===== config.mk =====
export PLATFORM = sky130hd
export DESIGN_NAME = rtx_datapath
export DESIGN_NICKNAME = d
export VERILOG_FILES = /design/src/rtl/rtx_pkg.sv /design/src/rtl/rtx_regbank.sv /design/src/rtl/rtx_bitops.sv /design/src/rtl/rtx_alu.sv /design/src/rtl/rtx_datapath.sv
export SDC_FILE = /design/constraint.sdc
export NUM_CORES = 1
export LEC_CHECK = 0
export ABC_CLOCK_PERIOD_IN_PS = 7700
export BUFFER_PORTS_ARGS = -buffer_cell sky130_fd_sc_hd__buf_2
export CAP_MARGIN = 10
export CORE_MARGIN = 2
export CORE_UTILIZATION = 30
export CTS_CLUSTER_DIAMETER = 30
export DETAILED_ROUTE_END_ITERATION = 8
export SETUP_SLACK_MARGIN = 0.5
export SLEW_MARGIN = 25
export SYNTH_ARGS = -nofsm -noshare
export SYNTH_HDL_FRONTEND = slang
export SYNTH_SLANG_ARGS = --single-unit

===== constraint.sdc =====
create_clock -name clk -period 7.7 [get_ports clk]
set_input_delay 1.54 -clock clk [delete_from_list [all_inputs] [get_ports clk]]
set_output_delay 1.54 -clock clk [all_outputs]
set_load 0.03 [all_outputs]

===== src/rtl/rtx_pkg.sv =====
`timescale 1ns/1ps
package rtx_pkg;

   typedef enum logic [3:0] {
      OP_PASS    = 4'd0,
      OP_LOAD    = 4'd1,
      OP_ADDSUB  = 4'd2,
      OP_COMP1   = 4'd3,
      OP_COMP2   = 4'd4,
      OP_BSUBA   = 4'd5,
      OP_INC     = 4'd6,
      OP_DEC     = 4'd7,
      OP_AND     = 4'd8,
      OP_OR      = 4'd9,
      OP_XOR     = 4'd10,
      OP_NOT     = 4'd11,
      OP_SHL     = 4'd12,
      OP_SHR     = 4'd13,
      OP_PRIXFER = 4'd14,
      OP_NONE    = 4'd15
   } rtx_op_e;

   function automatic logic op_sets_carry(logic [3:0] f);
      return (f == OP_ADDSUB) || (f == OP_BSUBA) || (f == OP_INC) || (f == OP_DEC);
   endfunction

   function automatic logic op_writes(logic [3:0] f);
      return f != OP_NONE;
   endfunction

   function automatic logic op_is_bitwise(logic [3:0] f);
      return (f == OP_AND) || (f == OP_OR) || (f == OP_XOR) || (f == OP_NOT) ||
             (f == OP_SHL) || (f == OP_SHR);
   endfunction

endpackage


===== src/rtl/rtx_regbank.sv =====
`timescale 1ns/1ps
module rtx_regbank #(
   parameter int DATA_W   = 8,
   parameter int NUM_REGS = 4,
   localparam int SEL_W   = $clog2(NUM_REGS)
) (
   input  logic                         clk,
   input  logic                         rst_n,
   input  logic                         wr_en,
   input  logic [SEL_W-1:0]             wr_sel,
   input  logic [DATA_W-1:0]            wr_data,
   output logic [NUM_REGS*DATA_W-1:0]   regs_flat
);

   genvar gi;
   generate
      for (gi = 0; gi < NUM_REGS; gi++) begin : g_reg
         logic [DATA_W-1:0] q;
         logic [DATA_W-1:0] d_next;
         logic              take;

         assign take = wr_en && (wr_sel == SEL_W'(gi));

         // hold multiplexer: feed back own value unless selected
         always_comb begin
            if (take) d_next = wr_data;
            else      d_next = q;
         end

         always_ff @(posedge clk) begin
            if (!rst_n) q <= '0;
            else        q <= d_next;
         end

         assign regs_flat[gi*DATA_W +: DATA_W] = q;
      end
   endgenerate

endmodule


===== src/rtl/rtx_bitops.sv =====
`timescale 1ns/1ps
module rtx_bitops #(
   parameter int DATA_W = 8
) (
   input  logic [DATA_W-1:0] opnd_a,
   input  logic [DATA_W-1:0] opnd_b,
   output logic [DATA_W-1:0] and_w,
   output logic [DATA_W-1:0] or_w,
   output logic [DATA_W-1:0] xor_w,
   output logic [DATA_W-1:0] not_w,
   output logic [DATA_W-1:0] shl_w,
   output logic [DATA_W-1:0] shr_w
);

   genvar gb;
   generate
      for (gb = 0; gb < DATA_W; gb++) begin : g_bit
         assign and_w[gb] = opnd_a[gb] & opnd_b[gb];
         assign or_w[gb]  = opnd_a[gb] | opnd_b[gb];
         assign xor_w[gb] = opnd_a[gb] ^ opnd_b[gb];
         assign not_w[gb] = ~opnd_a[gb];
         if (gb == 0) begin : g_lsb
            assign shl_w[gb] = 1'b0;
         end else begin : g_lsh
            assign shl_w[gb] = opnd_a[gb-1];
         end
         if (gb == DATA_W-1) begin : g_msb
            assign shr_w[gb] = 1'b0;
         end else begin : g_rsh
            assign shr_w[gb] = opnd_a[gb+1];
         end
      end
   endgenerate

endmodule


===== src/rtl/rtx_alu.sv =====
`timescale 1ns/1ps
module rtx_alu
   import rtx_pkg::*;
#(
   parameter int DATA_W       = 8,
   parameter bit SHARED_ADDER = 1'b1
) (
   input  logic [3:0]        func,
   input  logic              x_mode,
   input  logic              k_one,
   input  logic [DATA_W-1:0] opnd_a,
   input  logic [DATA_W-1:0] opnd_b,
   input  logic [DATA_W-1:0] ext_data,
   output logic [DATA_W-1:0] result,
   output logic              carry
);

   localparam logic [DATA_W-1:0] ALL_ONES = '1;
   localparam logic [DATA_W:0]   ONE_W    = {{DATA_W{1'b0}}, 1'b1};

   logic [DATA_W:0]   sum;
   logic [DATA_W-1:0] and_w, or_w, xor_w, not_w, shl_w, shr_w;

   rtx_bitops #(.DATA_W(DATA_W)) u_bitops (
      .opnd_a (opnd_a),
      .opnd_b (opnd_b),
      .and_w  (and_w),
      .or_w   (or_w),
      .xor_w  (xor_w),
      .not_w  (not_w),
      .shl_w  (shl_w),
      .shr_w  (shr_w)
   );

   generate
      if (SHARED_ADDER) begin : g_shared
         logic [DATA_W-1:0] add_p;
         logic [DATA_W-1:0] add_q;
         logic              add_c;

         always_comb begin
            add_p = opnd_a;
            add_q = '0;
            add_c = 1'b0;
            case (func)
               OP_ADDSUB: begin
                  add_q = x_mode ? ~opnd_b : opnd_b;
                  add_c = x_mode;
               end
               OP_COMP2: begin
                  add_p = '0;
                  add_q = ~opnd_a;
                  add_c = 1'b1;
               end
               OP_BSUBA: begin
                  add_p = opnd_b;
                  add_q = ~opnd_a;
                  add_c = 1'b1;
               end
               OP_INC:  add_c = 1'b1;
               OP_DEC:  add_q = ALL_ONES;
               default: ;
            endcase
         end

         assign sum = {1'b0, add_p} + {1'b0, add_q} + {{DATA_W{1'b0}}, add_c};
      end else begin : g_split
         logic [DATA_W:0] s_add, s_sub, s_neg, s_bsa, s_inc, s_dec;

         assign s_add = {1'b0, opnd_a} + {1'b0, opnd_b};
         assign s_sub = {1'b0, opnd_a} + {1'b0, ~opnd_b} + ONE_W;
         assign s_neg = {1'b0, ~opnd_a} + ONE_W;
         assign s_bsa = {1'b0, opnd_b} + {1'b0, ~opnd_a} + ONE_W;
         assign s_inc = {1'b0, opnd_a} + ONE_W;
         assign s_dec = {1'b0, opnd_a} + {1'b0, ALL_ONES};

         always_comb begin
            case (func)
               OP_ADDSUB: sum = x_mode ? s_sub : s_add;
               OP_COMP2:  sum = s_neg;
               OP_BSUBA:  sum = s_bsa;
               OP_INC:    sum = s_inc;
               OP_DEC:    sum = s_dec;
               default:   sum = '0;
            endcase
         end
      end
   endgenerate

   always_comb begin
      case (func)
         OP_PASS:    result = opnd_a;
         OP_LOAD:    result = ext_data;
         OP_ADDSUB,
         OP_COMP2,
         OP_BSUBA,
         OP_INC,
         OP_DEC:     result = sum[DATA_W-1:0];
         OP_COMP1:   result = not_w;
         OP_AND:     result = and_w;
         OP_OR:      result = or_w;
         OP_XOR:     result = xor_w;
         OP_NOT:     result = not_w;
         OP_SHL:     result = shl_w;
         OP_SHR:     result = shr_w;
         OP_PRIXFER: result = k_one ? opnd_a : opnd_b;
         default:    result = opnd_a;
      endcase
   end

   assign carry = sum[DATA_W];

endmodule


===== src/rtl/rtx_datapath.sv =====
`timescale 1ns/1ps
module rtx_datapath
   import rtx_pkg::*;
#(
   parameter int DATA_W       = 8,
   parameter int NUM_REGS     = 4,
   parameter bit SHARED_ADDER = 1'b1,
   localparam int SEL_W       = $clog2(NUM_REGS)
) (
   input  logic                       clk,
   input  logic                       rst_n,
   input  logic                       k_one,
   input  logic                       k_two,
   input  logic                       x_mode,
   input  logic [3:0]                 func,
   input  logic [SEL_W-1:0]           src_a,
   input  logic [SEL_W-1:0]           src_b,
   input  logic [SEL_W-1:0]           dst,
   input  logic [DATA_W-1:0]          data_in,
   output logic [NUM_REGS*DATA_W-1:0] regs_out,
   output logic                       carry_out
);

   generate
      if (DATA_W < 2) begin : g_bad_width
         $error("rtx_datapath: DATA_W must be at least 2");
      end
      if (NUM_REGS < 2 || (NUM_REGS & (NUM_REGS - 1)) != 0) begin : g_bad_count
         $error("rtx_datapath: NUM_REGS must be a power of two, at least 2");
      end
   endgenerate

   logic [DATA_W-1:0] rd [NUM_REGS];
   logic [DATA_W-1:0] opnd_a, opnd_b, alu_res;
   logic              alu_carry;
   logic              ctrl_true;
   logic              wr_en;
   logic              carry_q;

   genvar gu;
   generate
      for (gu = 0; gu < NUM_REGS; gu++) begin : g_unpack
         assign rd[gu] = regs_out[gu*DATA_W +: DATA_W];
      end
   endgenerate

   assign opnd_a    = rd[src_a];
   assign opnd_b    = rd[src_b];
   assign ctrl_true = k_one | k_two;
   assign wr_en     = ctrl_true & op_writes(func);

   rtx_alu #(.DATA_W(DATA_W), .SHARED_ADDER(SHARED_ADDER)) u_alu (
      .func     (func),
      .x_mode   (x_mode),
      .k_one    (k_one),
      .opnd_a   (opnd_a),
      .opnd_b   (opnd_b),
      .ext_data (data_in),
      .result   (alu_res),
      .carry    (alu_carry)
   );

   rtx_regbank #(.DATA_W(DATA_W), .NUM_REGS(NUM_REGS)) u_bank (
      .clk       (clk),
      .rst_n     (rst_n),
      .wr_en     (wr_en),
      .wr_sel    (dst),
      .wr_data   (alu_res),
      .regs_flat (regs_out)
   );

   always_ff @(posedge clk) begin
      if (!rst_n)                                carry_q <= 1'b0;
      else if (ctrl_true && op_sets_carry(func)) carry_q <= alu_carry;
   end

   assign carry_out = carry_q;

endmodule


==> results.toml <==
[layout]
drive_above_1_share = 0.2037
syn_to_final_growth_pct = 15.48
multiInputGateArea_um2 = 2262
final_nets = 474
diodes = 0
post-route-cell-area_um2 = 3593
fin_util = 0.3528
nFillCells = 1122
seqCellArea_um2 = 660.6
fin_cells = 563

[pwr]
p_sw_uw = 179.4
power.density_nw_per_um2 = 145.3
vdd_drop_max_v = 0.0001207
netSwitchingFraction = 0.3438
pwr-share-comb = 0.315
seq_power_share = 0.359
internal_power_uw = 342.5
p_leak_nw = 1.496
clockPowerShare = 0.326

[outcome]
outcome = "finished clean"

[cts]
numClockSinks = 33
post_cts_buffers = 0
clkSlewWorstSetupHoldPaths_ns = 0.07
clk-insertion-delay-late_ns = 0.29
cts_hold_buf = 0
cts-root-buf = "clkbuf_8"
cts_tree = "yes"
max-clock-path-buffers = 2
numCtsBuffers = 5
htreeDepth = 2
ctsResizeCount = 0

[worst_setup_path]
critPathCaptureType = "flop"
critical_path_class = "input port to flop"
slowest_stage = "nor2_1"
arrival_ns = 4.89
path_cells = "buf_2, nor2b_1, nand2_1, nor2_1, a22o_1, fa_1, inv_1, fa_1, nor2b_1, o31ai_1, nand2_1, a21oi_1, o41ai_4, o21ai_1"
rrSetupSlack_ns = 4.39
slowest_delay_ns = 0.50
reg2regPathDepth = 12
required_ns = 7.87
setup.worst_path.start = "func[2]"
start_kind = "input port"
worst-path-max-fanout = 16
timing.rr.start = "u_bank.g_reg[3].q[0]"

[global_route]
grt_pass1_vias = 3101
grt_overflow = 0
grt_max_degree = 27
grt_usage = 0.1969
grt_pass1_wl_mm = 17.16
grt_antenna_before_repair = 0

[floorplan]
start_util = 0.3055
dieHeight_um = 105.8
rows = 37
die-area_um2 = 11200
coreArea_um2 = 10180
die_w_um = 105.8
pin_count = 56

[routing]
route.detailed.drc = 0
m1WireLength_mm = 4.500
dr.pass1.iters = 5
drt_iter0_drc = 347
vias_per_cell = 5.854
wl_met3_um = 805
routedWlPerCell_um = 19.51
wl_met2_mm = 5.215
highest_layer = "met4"
ant_nets = 0
wl_mm = 10.99
vias = 3296

[sta]
fmax_mhz = 211.7
grt_setup_unrepaired = "false"
setup_viol = 0
fin_setup_tns_ns = 0
timing.final.crit_share = 0.6134
skew_ns = 0.006974
maxSlewHeadroom = 0.4183
drv_slew = 0
final.min_clock_period_ns = 4.723
tightestPinTransition_ns = 0.8707
finalHoldViolations = 0

[synthesis]
synth_edf_count = 0
syn_avg_cell_area_um2 = 8.210
asyncSetResetFlopFracSynth = 0
synthDistinctLibCells = 59
netlist_area_um2 = 3112
ys.flop_type = "dfxtp_1"
ys_seq_elements = 33
syn-num-nets = 427
ys.warnings.count = 0
yosysSeqAreaShare = 0.2123
synth_cells = 379

[worst_hold_path]
hold_class = "flop to flop"
hold_depth = 2
worstHoldStart = "u_bank.g_reg[3].q[1]"

[place]
dp_hpwl_mm = 8.579
placed_cells = 555
gp_congestion = 0.9501
io_buffers = 55
placed_area_um2 = 3477

[flow_run]
max_cap_violations = 0
sequential cells by signal (all words and copies together) (netlist names):
name / cells
u_bank.g.q: 32
carry_out: 1
power groups by stage:
stage / registers (mW) / clock network (mW) / logic [mW]
CTS: 0.187 / 0.171 / 0.163
global route: 0.188 / 0.177 / 0.178
finish: 0.187 / 0.170 / 0.165
floorplan: 0.204 / 0 / 0.100
detailed placement: 0.191 / 0 / 0.162
global placement: 0.190 / 0 / 0.160
kinds of logic after synthesis:
kind of cell | after synthesis | share of synthesized area
xor gates and xnor gates | 12 | 0.03378
muxes | 17 | 0.1190
DFF | 33 | 0.2123
buffers and inverters | 44 | 0.06072
AOI/OAI and AO/OA | 132 | 0.2988
and+or+nand+nor | 116 | 0.1701
adders and majority gates | 25 | 0.1053
metrics by stage:
step | worst slack, ns | hold WS, ns | power (mW)
after global routing | 2.696 | 0.5133 | 0.5432
after detailed placement | 2.748 | 0.4727 | 0.3531
after CTS | 3.049 | 0.4840 | 0.5207
after global placement | 3.008 | 0.4629 | 0.3507
after floorplan | 3.271 | 0.5855 | 0.3040
final | 2.977 | 0.4854 | 0.5220
placed cells by master, fill, tap and decap left out, types with 7 or more instances in the layout:
| cell type | synthesis | layout |
|---|---|---|
| buf_2 | 7 | 55 |
| o22ai_1 | 13 | 13 |
| nand2_1 | 48 | 48 |
| a22oi_1 | 7 | 7 |
| a21oi_1 | 17 | 17 |
| nor2_1 | 30 | 30 |
| a22o_1 | 14 | 14 |
| o21ai_0 | 14 | 14 |
| ha_1 | 23 | 23 |
| xnor2_1 | 11 | 11 |
| inv_1 | 27 | 27 |
| nor2b_1 | 8 | 8 |
| o21ai_1 | 21 | 21 |
| mux4_2 | 16 | 16 |
| nand2b_1 | 7 | 7 |
| dfxtp_1 | 33 | 33 |
final timing paths:
| path | to |
|---|---|
| hold reg to reg | u_bank.g_reg[3].q[1] |
| hold / removal | u_bank.g_reg[3].q[1] |
| setup / recovery | u_bank.g_reg[3].q[4] |
| setup reg to reg | u_bank.g_reg[3].q[6] |
critical path, delay by kind of cell:
kind	cells	cell delay (ns)
buffers and inverters	2	0.33
AO/OA/AOI/OAI	5	1.06
adder cells (fa/ha/maj)	2	0.62
AND/OR/NAND/NOR	5	1.31
layer usage:
metal  global-route usage  vias to the layer above
met1               0.2467                     1570
met2               0.3304                      182
met5                    0                        -
met3              0.03092                       39
li1                     -                     1505
met4              0.09211                        0
Yosys cell counts, types with 3 or more instances:
master	count	area (um^2)
a21boi_1	4	30.03
a21oi_1	17	85.08
a22o_1	14	122.6
a22oi_1	7	52.55
a2bb2oi_1	3	26.28
and2_1	3	18.77
buf_1	4	15.01
buf_2	7	35.03
dfxtp_1	33	660.6
ha_1	23	287.8
inv_1	27	101.4
mux4_2	16	360.4
nand2_1	48	180.2
nand2b_1	7	43.79
nand3_1	5	25.02
nor2_1	30	112.6
nor2b_1	8	50.05
nor3_1	4	20.02
nor3b_1	3	22.52
o211ai_1	3	22.52
o21a_1	3	22.52
o21ai_0	14	70.07
o21ai_1	21	105.1
o22ai_1	13	81.33
o31ai_1	6	45.04
xnor2_1	11	96.34
layout make-up:
cell class	count	share of cell area
clock buffer	7	0.02403
clock inverter	1	0.008357
inverter	29	0.03029
multi-input combinational	302	0.6295
sequential	33	0.1838
tap	136	0.04735
timing repair buffer	55	0.07660
Power figures use the tool's default switching activity.
